### src/rtl/i2c_bt_pkg.sv
package i2c_bt_pkg;

  typedef enum logic [3:0] {
    ST_IDLE,
    ST_START,
    ST_BLOW,
    ST_BWH,
    ST_BHIGH,
    ST_BWL,
    ST_PLOW,
    ST_PWH,
    ST_PHOLD
  } bt_state_t;

  // multiplier encoding: 0 -> 1, 1 -> 2, 2/3 -> 4
  function automatic int mul_of(input logic [1:0] sel);
    case (sel)
      2'd0:    return 1;
      2'd1:    return 2;
      default: return 4;
    endcase
  endfunction

  // (tap - 1) x spacing, with tap 0 treated as tap 1
  function automatic int tap_span(input int tap, input int spacing);
    return (tap > 0) ? (tap - 1) * spacing : 0;
  endfunction

  function automatic int half_period(input int m, input int scl_tap,
                                     input int s2t, input int t2t);
    return m * (s2t + tap_span(scl_tap, t2t) + 2);
  endfunction

  function automatic int sda_hold(input int m, input int sda_tap,
                                  input int s2t, input int t2t);
    return m * (s2t + tap_span(sda_tap, t2t) + 3);
  endfunction

  function automatic int edge_hold(input int m, input int scl_tap,
                                   input int base, input int t2t);
    return m * (base + tap_span(scl_tap, t2t));
  endfunction

  function automatic int at_least_one(input int v);
    return (v < 1) ? 1 : v;
  endfunction

endpackage

### src/rtl/i2c_bt_calc.sv
module i2c_bt_calc
  import i2c_bt_pkg::*;
#(
  parameter int TAP_W     = 4,
  parameter int CNT_W     = 7,
  parameter int SCL2TAP   = 4,
  parameter int SCL2START = 2,
  parameter int SCL2STOP  = 7,
  parameter int TAP2TAP   = 1
) (
  input  logic             clk,
  input  logic             rst,
  input  logic             load,
  input  logic [TAP_W-1:0] scl_tap,
  input  logic [TAP_W-1:0] sda_tap,
  input  logic [1:0]       mul_sel,
  output logic [CNT_W-1:0] half_q,
  output logic [CNT_W-1:0] hold_q,
  output logic [CNT_W-1:0] st_q,
  output logic [CNT_W-1:0] sp_q
);

  int m_w, scl_w, sda_w;
  int half_w, hold_w, st_w, sp_w;

  always_comb begin
    m_w    = mul_of(mul_sel);
    scl_w  = int'(scl_tap);
    sda_w  = int'(sda_tap);
    half_w = at_least_one(half_period(m_w, scl_w, SCL2TAP, TAP2TAP));
    hold_w = at_least_one(sda_hold(m_w, sda_w, SCL2TAP, TAP2TAP));
    st_w   = at_least_one(edge_hold(m_w, scl_w, SCL2START, TAP2TAP));
    sp_w   = at_least_one(edge_hold(m_w, scl_w, SCL2STOP, TAP2TAP));
  end

  always_ff @(posedge clk) begin
    if (rst) begin
      half_q <= '0;
      hold_q <= '0;
      st_q   <= '0;
      sp_q   <= '0;
    end else if (load) begin
      half_q <= CNT_W'(half_w);
      hold_q <= CNT_W'(hold_w);
      st_q   <= CNT_W'(st_w);
      sp_q   <= CNT_W'(sp_w);
    end
  end

endmodule

### src/rtl/i2c_bt_ctr.sv
module i2c_bt_ctr #(
  parameter int W = 7
) (
  input  logic         clk,
  input  logic         rst,
  input  logic         clr,
  input  logic         run,
  output logic [W-1:0] count
);

  always_ff @(posedge clk) begin
    if (rst)      count <= '0;
    else if (clr) count <= '0;
    else if (run) count <= count + 1'b1;
  end

  // a running interval never reaches the top code
  a_r12_no_wrap: assert property (@(posedge clk) disable iff (rst)
    (run && !clr) |-> (count != {W{1'b1}}));

endmodule

### src/rtl/i2c_bt_fsm.sv
module i2c_bt_fsm
  import i2c_bt_pkg::*;
#(
  parameter int CNT_W = 7
) (
  input  logic             clk,
  input  logic             rst,
  input  logic             cmd_start,
  input  logic             cmd_stop,
  input  logic             cmd_bit,
  input  logic             bit_val,
  input  logic             scl_in,
  input  logic             sda_in,
  input  logic [CNT_W-1:0] half_q,
  input  logic [CNT_W-1:0] hold_q,
  input  logic [CNT_W-1:0] st_q,
  input  logic [CNT_W-1:0] sp_q,
  input  logic [CNT_W-1:0] elapsed,
  output logic             load,
  output logic             cnt_clr,
  output logic             cnt_run,
  output logic             scl_oe,
  output logic             sda_oe,
  output logic             ready,
  output logic             done,
  output logic             rx_bit
);

  localparam logic [CNT_W-1:0] ONE = CNT_W'(1);

  bt_state_t state;
  logic      bit_q;

  // named internal events
  logic ev_accept, ev_pad_high, waiting;
  logic hit_half, hit_hold, hit_st, hit_sp;

  always_comb begin
    ready       = (state == ST_IDLE);
    ev_accept   = ready && (cmd_start || cmd_stop || cmd_bit);
    waiting     = (state == ST_BWH) || (state == ST_PWH) || (state == ST_BWL);
    ev_pad_high = ((state == ST_BWH) || (state == ST_PWH)) && scl_in;
    load        = ev_accept;
    cnt_clr     = ev_accept || ev_pad_high;
    cnt_run     = !ready && !waiting;
    hit_half    = (elapsed == half_q - ONE);
    hit_hold    = (elapsed == hold_q - ONE);
    hit_st      = (elapsed == st_q - ONE);
    hit_sp      = (elapsed == sp_q - ONE);
  end

  always_ff @(posedge clk) begin
    if (rst) begin
      state  <= ST_IDLE;
      scl_oe <= 1'b0;
      sda_oe <= 1'b0;
      done   <= 1'b0;
      rx_bit <= 1'b0;
      bit_q  <= 1'b0;
    end else begin
      done <= 1'b0;
      case (state)
        ST_IDLE: begin
          if (cmd_start) begin
            sda_oe <= 1'b1;
            state  <= ST_START;
          end else if (cmd_stop) begin
            sda_oe <= 1'b1;
            state  <= ST_PLOW;
          end else if (cmd_bit) begin
            bit_q  <= bit_val;
            state  <= ST_BLOW;
          end
        end
        ST_START: if (hit_st) begin
          scl_oe <= 1'b1;
          done   <= 1'b1;
          state  <= ST_IDLE;
        end
        ST_BLOW: begin
          if (hit_hold) sda_oe <= ~bit_q;
          if (hit_half) begin
            scl_oe <= 1'b0;
            state  <= ST_BWH;
          end
        end
        ST_BWH: if (scl_in) begin
          rx_bit <= sda_in;
          state  <= ST_BHIGH;
        end
        ST_BHIGH: if (hit_half) begin
          scl_oe <= 1'b1;
          state  <= ST_BWL;
        end
        ST_BWL: if (!scl_in) begin
          done  <= 1'b1;
          state <= ST_IDLE;
        end
        ST_PLOW: if (hit_half) begin
          scl_oe <= 1'b0;
          state  <= ST_PWH;
        end
        ST_PWH: if (scl_in) state <= ST_PHOLD;
        ST_PHOLD: if (hit_sp) begin
          sda_oe <= 1'b0;
          done   <= 1'b1;
          state  <= ST_IDLE;
        end
        default: state <= ST_IDLE;
      endcase
    end
  end

  // data line is quiet while the clock is released within a bit
  a_r3_sda_quiet: assert property (@(posedge clk) disable iff (rst)
    (state == ST_BHIGH && $past(state) == ST_BHIGH) |-> $stable(sda_oe));

  // SDA stays low during the whole START hold
  a_r4_start_sda_low: assert property (@(posedge clk) disable iff (rst)
    (state == ST_START) |-> sda_oe);

  // while the pad is held low, the clock stays released
  a_r7_wait_pad: assert property (@(posedge clk) disable iff (rst)
    ((state == ST_BWH || state == ST_PWH) && !scl_in) |=> !scl_oe);

  // completion pulse lasts one clock
  a_r9_done_pulse: assert property (@(posedge clk) disable iff (rst)
    done |=> !done);

  // accepted command makes the block busy
  a_r9_busy: assert property (@(posedge clk) disable iff (rst)
    ev_accept |=> !ready);

  // reset releases both lines and returns to idle
  a_r11_reset: assert property (@(posedge clk)
    rst |=> (!scl_oe && !sda_oe && ready));

endmodule

### src/rtl/i2c_bit_timer.sv
module i2c_bit_timer #(
  parameter int TAP_W     = 4,
  parameter int SCL2TAP   = 4,
  parameter int SCL2START = 2,
  parameter int SCL2STOP  = 7,
  parameter int TAP2TAP   = 1
) (
  input  logic             clk,
  input  logic             rst,
  input  logic [TAP_W-1:0] scl_tap,
  input  logic [TAP_W-1:0] sda_tap,
  input  logic [1:0]       mul_sel,
  input  logic             cmd_start,
  input  logic             cmd_stop,
  input  logic             cmd_bit,
  input  logic             bit_val,
  input  logic             scl_in,
  input  logic             sda_in,
  output logic             scl_oe,
  output logic             sda_oe,
  output logic             ready,
  output logic             done,
  output logic             rx_bit
);

  // bound on any interval at the largest multiplier and tap
  localparam int MAX_IV = 4 * (SCL2TAP + SCL2START + SCL2STOP
                               + ((1 << TAP_W) - 1) * TAP2TAP + 3);
  localparam int CNT_W  = $clog2(MAX_IV + 2);

  logic [CNT_W-1:0] half_q, hold_q, st_q, sp_q, elapsed;
  logic             load, cnt_clr, cnt_run;

  i2c_bt_calc #(
    .TAP_W(TAP_W), .CNT_W(CNT_W), .SCL2TAP(SCL2TAP),
    .SCL2START(SCL2START), .SCL2STOP(SCL2STOP), .TAP2TAP(TAP2TAP)
  ) u_calc (
    .clk(clk), .rst(rst), .load(load),
    .scl_tap(scl_tap), .sda_tap(sda_tap), .mul_sel(mul_sel),
    .half_q(half_q), .hold_q(hold_q), .st_q(st_q), .sp_q(sp_q)
  );

  i2c_bt_ctr #(.W(CNT_W)) u_ctr (
    .clk(clk), .rst(rst), .clr(cnt_clr), .run(cnt_run), .count(elapsed)
  );

  i2c_bt_fsm #(.CNT_W(CNT_W)) u_fsm (
    .clk(clk), .rst(rst),
    .cmd_start(cmd_start), .cmd_stop(cmd_stop), .cmd_bit(cmd_bit),
    .bit_val(bit_val), .scl_in(scl_in), .sda_in(sda_in),
    .half_q(half_q), .hold_q(hold_q), .st_q(st_q), .sp_q(sp_q),
    .elapsed(elapsed), .load(load), .cnt_clr(cnt_clr), .cnt_run(cnt_run),
    .scl_oe(scl_oe), .sda_oe(sda_oe), .ready(ready), .done(done),
    .rx_bit(rx_bit)
  );

endmodule

### config.mk
export PLATFORM = sky130hd
export DESIGN_NAME = i2c_bit_timer
export DESIGN_NICKNAME = d
export VERILOG_FILES = /design/src/rtl/i2c_bt_pkg.sv /design/src/rtl/i2c_bt_calc.sv /design/src/rtl/i2c_bt_ctr.sv /design/src/rtl/i2c_bt_fsm.sv /design/src/rtl/i2c_bit_timer.sv
export SDC_FILE = /design/constraint.sdc
export NUM_CORES = 1
export LEC_CHECK = 0
export BUFFER_PORTS_ARGS = -buffer_cell sky130_fd_sc_hd__buf_2
export CAP_MARGIN = 10
export CELL_PAD_IN_SITES_DETAIL_PLACEMENT = 0
export CELL_PAD_IN_SITES_GLOBAL_PLACEMENT = 2
export CORE_AREA = 2 2 197 199
export CTS_CLUSTER_DIAMETER = 30
export DETAILED_ROUTE_END_ITERATION = 10
export DIE_AREA = 0 0 199 201
export GPL_TIMING_DRIVEN = 0
export PLACE_DENSITY = 0.8
export SLEW_MARGIN = 20
export SYNTH_ARGS = -nofsm -noshare
export SYNTH_HDL_FRONTEND = slang
export SYNTH_SLANG_ARGS = --single-unit
export TNS_END_PERCENT = 20
### constraint.sdc
create_clock -name clk -period 6.4 [get_ports clk]
set_input_delay 0.32 -clock clk [delete_from_list [all_inputs] [get_ports clk]]
set_output_delay 0.32 -clock clk [all_outputs]
set_load 0.03 [all_outputs]
==> flow_summary.ini, run 1 <==
[timing]
rsz0062_at_grt = false
fmax_mhz = 164
tightest_slew_ns = 1.04
period_minus_slack_ns = 6.10
relSlewSlack = 0.302
tns_ns = 0
period_share = 0.953
hold_viol_final = 0
slew_violations = 0
finalClockSkew_ns = 0.00443
setup_viol = 0

[cts]
hold_buffers = 0
root_buffer = clkbuf_16
cts_tree = built
cts_max_level = 2
clkLatencyLatePin_ns = 0.30
clock_path_buffers = 2
cts_buffers = 5
clkTransAtPathRegs_ns = 0.07
cts_sinks = 44
cts_setup_buffers = 0
cts-resized-gates = 0

[finish]
layout-drive-gt1-share = 0.0300
area_growth_pct = 7.23
diodes = 0
final_util = 0.413
nets = 2462
stdcell_area_um2 = 15700

[power_and_ir_drop]
total_leakage_power_nw = 7.72
finalPower_mw = 2.65
vdd_drop_max_mv = 0.107
power.density_nw_per_um2 = 168

[detailed_routing]
drtIter0Drc = 867
routed_wl_mm = 47.0
vias = 14300
routed_via_density = 5.39
ant_nets = 0
drc = 0
routedWlPerCell_um = 17.7
drtPass1Iterations = 5

[synth]
yosys.area.top_type = ha_1
synth_edf_count = 0
ys_async_sr_fraction = 0
synth_cell_types = 74
syn_inst = 2070
yosys_register_bits = 44
ys.flop_type = dfxtp_1
avgSynthCellArea_um2 = 7.08
ys_seq_area_frac = 0.0601
yosysWarnings = 0
netlist_area_um2 = 14700
synthTopCellsByArea = ha_1, fa_1, inv_1
synth_top_area_frac = 0.185

[floorplan]
die_y_um = 201
start_util = 0.385
io-pin-count = 23
die_area_um2 = 40000
num_rows = 72
die_w_um = 199
core-area_um2 = 38100

[placement]
dpl-instance-area_um2 = 15600
post-dp-hpwl_mm = 39.4
finalWeightedCongestion = 0.893
port_buffers = 21

[critical_path]
critPathMaxFanout = 10
cp_data_arrival_time_ns = 6.30
crit_type = in -> reg
critPathCaptureType = register
crit_chain = buf_2, nor2b_1, clkbuf_1, clkbuf_1, and2_1, ha_1, inv_1, fa_1, inv_1, ha_1, xnor2_1, a2111oi_0, o211ai_1, nor4_1, nand4_1, and4b_1, nand4_1, nor4_1, nand4b_1, o31ai_1
startpoint_type = primary input
crit_slowest_cell = a2111oi_0
cp.required_ns = 6.60
slowest_delay_ns = 0.74

[grt]
overflow = 0
gr-usage-all-layers = 0.239
antenna_found_initial = 0
grt_pass1_wl_mm = 76.8
grt_max_degree = 16
grt_pass1_vias = 14200

[job]
drv_cap = 0

[worst_hold_path]
worstHoldPathType = in -> reg

[outcome]
outcome = finished, final reports clean
sequential cells by signal, summed over array words and instances, names as in the netlist:
signal,flops
u_calc.sp_q,7
u_calc.st_q,7
u_calc.half_q,7
u_fsm.state,4
u_fsm.scl_oe,1
u_fsm.done,1
u_fsm.sda_oe,1
u_ctr.count,7
u_calc.hold_q,7
u_fsm.rx_bit,1
u_fsm.bit_q,1
metal layers:
layer | vias up | global-route usage | wire [µm]
li1 | 7137 | - | -
met1 | 6881 | 0.351 | 23600
met2 | 255 | 0.395 | 21400
met3 | 29 | 0.0124 | 1360
met4 | 0 | 0.0344 | 560
met5 | - | 0 | 0
worst max-delay path, delay by kind of cell:
| family | cells | cell delay [ns] |
|---|---|---|
| fa+ha+maj | 3 | 0.99 |
| compound gates | 3 | 1.19 |
| simple gates | 8 | 2.15 |
| xor+xnor | 1 | 0.17 |
| buf+inv | 5 | 1.45 |
stage by stage:
step	hold WS [ns]	worst slack, ns	std cells
after floorplan	0.455	1.82	2103
after global placement	0.463	-0.142	2642
after detailed placement	0.465	-0.0295	2643
after CTS	0.254	0.222	2651
after global routing	0.265	0.00831	2651
final	0.255	0.299	2651
cell type report:
type                            count  area (µm²)
Buffer                             84         322
Clock buffer                        5         125
Clock inverter                      3        46.3
Fill cell                        4176       22400
Inverter                          349        1310
Multi-Input combinational cell   1626       12300
Sequential cell                    44         881
Tap cell                          518         648
Timing Repair Buffer               22         113
power by group:
part / switching [mW] / total [mW] / internal [mW]
logic: 1.18 / 1.91 / 0.733
clock network: 0.125 / 0.311 / 0.186
registers: 0.0779 / 0.427 / 0.349
total: 1.38 / 2.65 / 1.27
synth_stat cells (all sizes together) (17+ instances only):
cell	number
clkbuf	75
nand4	40
ha	217
xor2	29
o21a	18
dfxtp	44
a31oi	25
nor2	215
nand3	43
nor2b	21
nand2	148
inv	348
fa	95
or3	17
and2	76
nor4	19
a21o	39
xnor2	71
o21ai	99
nor3	39
a22o	19
a21oi	135
mux2i	20
nand2b	17
kinds of logic after synthesis:
family	synth area share
AND/OR/NAND/NOR	0.229
AO/OA/AOI/OAI	0.207
buffers and inverters	0.111
adder cells (fa/ha/maj)	0.316
XOR/XNOR	0.0597
flip-flops	0.0601
multiplexers	0.0167
other	0.000512
worst paths after layout:
path                                from                            end  slack (ns)  cells after the start
min reg2reg    u_fsm.rx_bit$_SDFFE_PP0P_      u_fsm.rx_bit$_SDFFE_PP0P_        0.48                      2
min                              bit_val       u_fsm.bit_q$_SDFFE_PP0P_        0.25                      3
max                           mul_sel[0]  u_calc.half_q[0]$_SDFFE_PP0P_        0.30                     20
max reg2reg  u_fsm.state[0]$_SDFFE_PP0P_    u_calc.st_q[0]$_SDFFE_PP0P_        2.95                     10
layout by cell type (no fill, tap or decap), types with 29 or more instances in the layout:
cell / Yosys / layout
nand2_1: 148 / 148
nor2_1: 215 / 215
a21o_1: 39 / 39
xnor2_1: 71 / 71
o21ai_0: 97 / 97
and2_1: 75 / 75
a21oi_1: 135 / 135
nor3_1: 39 / 39
clkbuf_1: 75 / 75
nand3_1: 43 / 43
conb_1: 2 / 35
nand4_1: 40 / 40
xor2_1: 29 / 29
inv_1: 348 / 348
dfxtp_1: 44 / 44
ha_1: 217 / 217
fa_1: 95 / 95
No activity file was read; power rests on OpenSTA's default activity.
==> run 2: changes to the inputs <==
--- a/config.mk
+++ b/config.mk
@@ -14,7 +14,7 @@
 export DETAILED_ROUTE_END_ITERATION = 10
 export DIE_AREA = 0 0 199 201
 export GPL_TIMING_DRIVEN = 0
-export PLACE_DENSITY = 0.8
+export PLACE_DENSITY_LB_ADDON = 0.1
 export SLEW_MARGIN = 20
 export SYNTH_ARGS = -nofsm -noshare
 export SYNTH_HDL_FRONTEND = slang
==> constraint.sdc (replaced) <==
create_clock -name clk -period 6.4 [get_ports clk]
set_input_delay 1.28 -clock clk [delete_from_list [all_inputs] [get_ports clk]]
set_output_delay 1.28 -clock clk [all_outputs]
set_load 0.03 [all_outputs]
==> flow_summary.ini, run 2 (synthesized netlist as in run 1, its figures left out) <==
[timing]
finalClockSkew_ns = 0.00479
tightest_slew_ns = 0.905
setup_viol = 1
hold_viol_final = 0
slew_violations = 0
postLayoutSetupSlackWorst_ns = -0.116
fmax_mhz = 153
period_share = 1.02
period_minus_slack_ns = 6.52
rsz0062_at_grt = true
tns_ns = -0.116
relSlewSlack = 0.397

[floorplan]
die_area_um2 = 40000
core-area_um2 = 38100
start_util = 0.385
num_rows = 72
io-pin-count = 23
die_w_um = 199
die_y_um = 201

[grt]
overflow = 0
grt_max_degree = 13
gr-usage-all-layers = 0.247
grt_pass1_wl_mm = 78.2
grt_pass1_vias = 14300
antenna_found_initial = 4

[detailed_routing]
wl_met3_mm = 1.97
vias = 14400
met2_length_mm = 23.2
drt-met1-wl_mm = 22.4
routed_wl_mm = 48.7
ant_nets = 0
drc = 0
highest_layer = met5
drtIter0Drc = 733
routedWlPerCell_um = 18.4
routed_via_density = 5.42
drtPass1Iterations = 5

[outcome]
violations = negative setup slack
outcome = finished with violations

[worst_hold_path]
hold_start = u_fsm.rx_bit$_SDFFE_PP0P_
worstHoldPathType = reg -> reg
hold_depth = 2
hold_end = u_fsm.rx_bit$_SDFFE_PP0P_

[cts]
cts_sinks = 44
cts_setup_buffers = 0
clkTransAtPathRegs_ns = 0.06
clock_path_buffers = 2
root_buffer = clkbuf_16
clkLatencyLatePin_ns = 0.28
cts_buffers = 5
hold_buffers = 0
cts_tree = built
cts_max_level = 2

[finish]
layout-drive-gt1-share = 0.0398
area_growth_pct = 8.06
final_cell_mix = inv_1, ha_1, nor2_1, nand2_1, a21oi_1
final_util = 0.416
final_common_cell = inv_1
fillers = 4122
nets = 2462

[critical_path]
critPathMaxFanout = 4
r2r-end = u_calc.hold_q[0]$_SDFFE_PP0P_
worstRegToRegCells = 10
cp.required_ns = 6.53
rr_startpoint = u_fsm.state[0]$_SDFFE_PP0P_
crit_type = in -> reg
startpoint_type = primary input
critPathCaptureType = register
cp_data_arrival_time_ns = 6.64
r2r_setup_slack_ns = 2.79

[placement]
finalWeightedCongestion = 0.920
port_buffers = 21
post-dp-hpwl_mm = 41.1
place_ws_ns = -1.17

[power_and_ir_drop]
power.density_nw_per_um2 = 166
finalPower_mw = 2.63
vdd_drop_max_mv = 0.153
total_leakage_power_nw = 7.75

[job]
drv_cap = 0
run 2: per-layer routing:
layer / vias to the layer above / GRT usage
met4: 4 / 0.0581
met1: 6886 / 0.327
met2: 316 / 0.430
li1: 7123 / -
met3: 54 / 0.0230
met5: - / 0
run 2: how the worst max path moves through the flow:
stage / from / slack (ns) / cells past startpoint / endpoint
finish: sda_tap[1] / -0.12 / 23 / u_calc.hold_q[0]$_SDFFE_PP0P_
global route: sda_tap[1] / -0.25 / 23 / u_calc.hold_q[0]$_SDFFE_PP0P_
CTS: scl_tap[1] / -0.03 / 22 / u_calc.half_q[0]$_SDFFE_PP0P_
detailed placement: mul_sel[0] / -1.17 / 18 / u_calc.st_q[0]$_SDFFE_PP0P_
global placement: mul_sel[0] / -1.15 / 18 / u_calc.st_q[0]$_SDFFE_PP0P_
floorplan: scl_tap[1] / 0.86 / 21 / u_calc.sp_q[0]$_SDFFE_PP0P_
run 2: timing repair:
| item | in CTS | in global routing |
|---|---|---|
| pin swaps | 1 | 1 |
| gates cloned | 0 | 0 |
| setup endpoints to repair | 4 | 4 |
| resized for setup | 20 | 13 |
run 2: per-stage QoR:
step | std cells | hold WS, ns | cell area (µm²)
2_1_floorplan | 2103 | 0.455 | 14800
6_report | 2652 | 0.479 | 15800
3_3_place_gp | 2642 | 0.456 | 15500
4_1_cts | 2651 | 0.487 | 15800
5_1_grt | 2651 | 0.513 | 15800
3_5_place_dp | 2643 | 0.478 | 15600
run 2: layout make-up:
type | count | area, µm² | area share
inverter | 349 | 1310 | 0.0827
sequential | 44 | 881 | 0.0556
buffer | 84 | 330 | 0.0208
antenna | 1 | 2.50 | 0.000158
tap | 518 | 648 | 0.0409
multi-input combinational | 1626 | 12400 | 0.783
clock buffer | 8 | 146 | 0.00924
timing repair buffer | 22 | 115 | 0.00726
run 2: power by group:
| part | internal, mW | leakage, nW | switching, mW |
|---|---|---|---|
| combinational | 0.742 | 7.32 | 1.21 |
| clock | 0.156 | 0.0712 | 0.0996 |
| sequential | 0.350 | 0.360 | 0.0789 |
| total | 1.25 | 7.75 | 1.38 |
run 2: worst max-delay path, stage by stage:
cell,delay [ns]
buf_2,0.15
or2_2,0.34
nor2_1,0.10
a21oi_1,0.05
ha_1,0.20
inv_1,0.08
maj3_1,0.17
nand2_1,0.06
ha_1,0.32
or3_1,0.40
fa_1,0.48
inv_1,0.04
ha_1,0.33
nand2b_1,0.21
a2111o_1,0.50
nor3_1,0.15
o2111ai_1,0.14
nor4_2,0.22
nand4_1,0.12
nand4b_1,0.20
nor4_2,0.29
nand4_1,0.31
o41ai_4,0.48
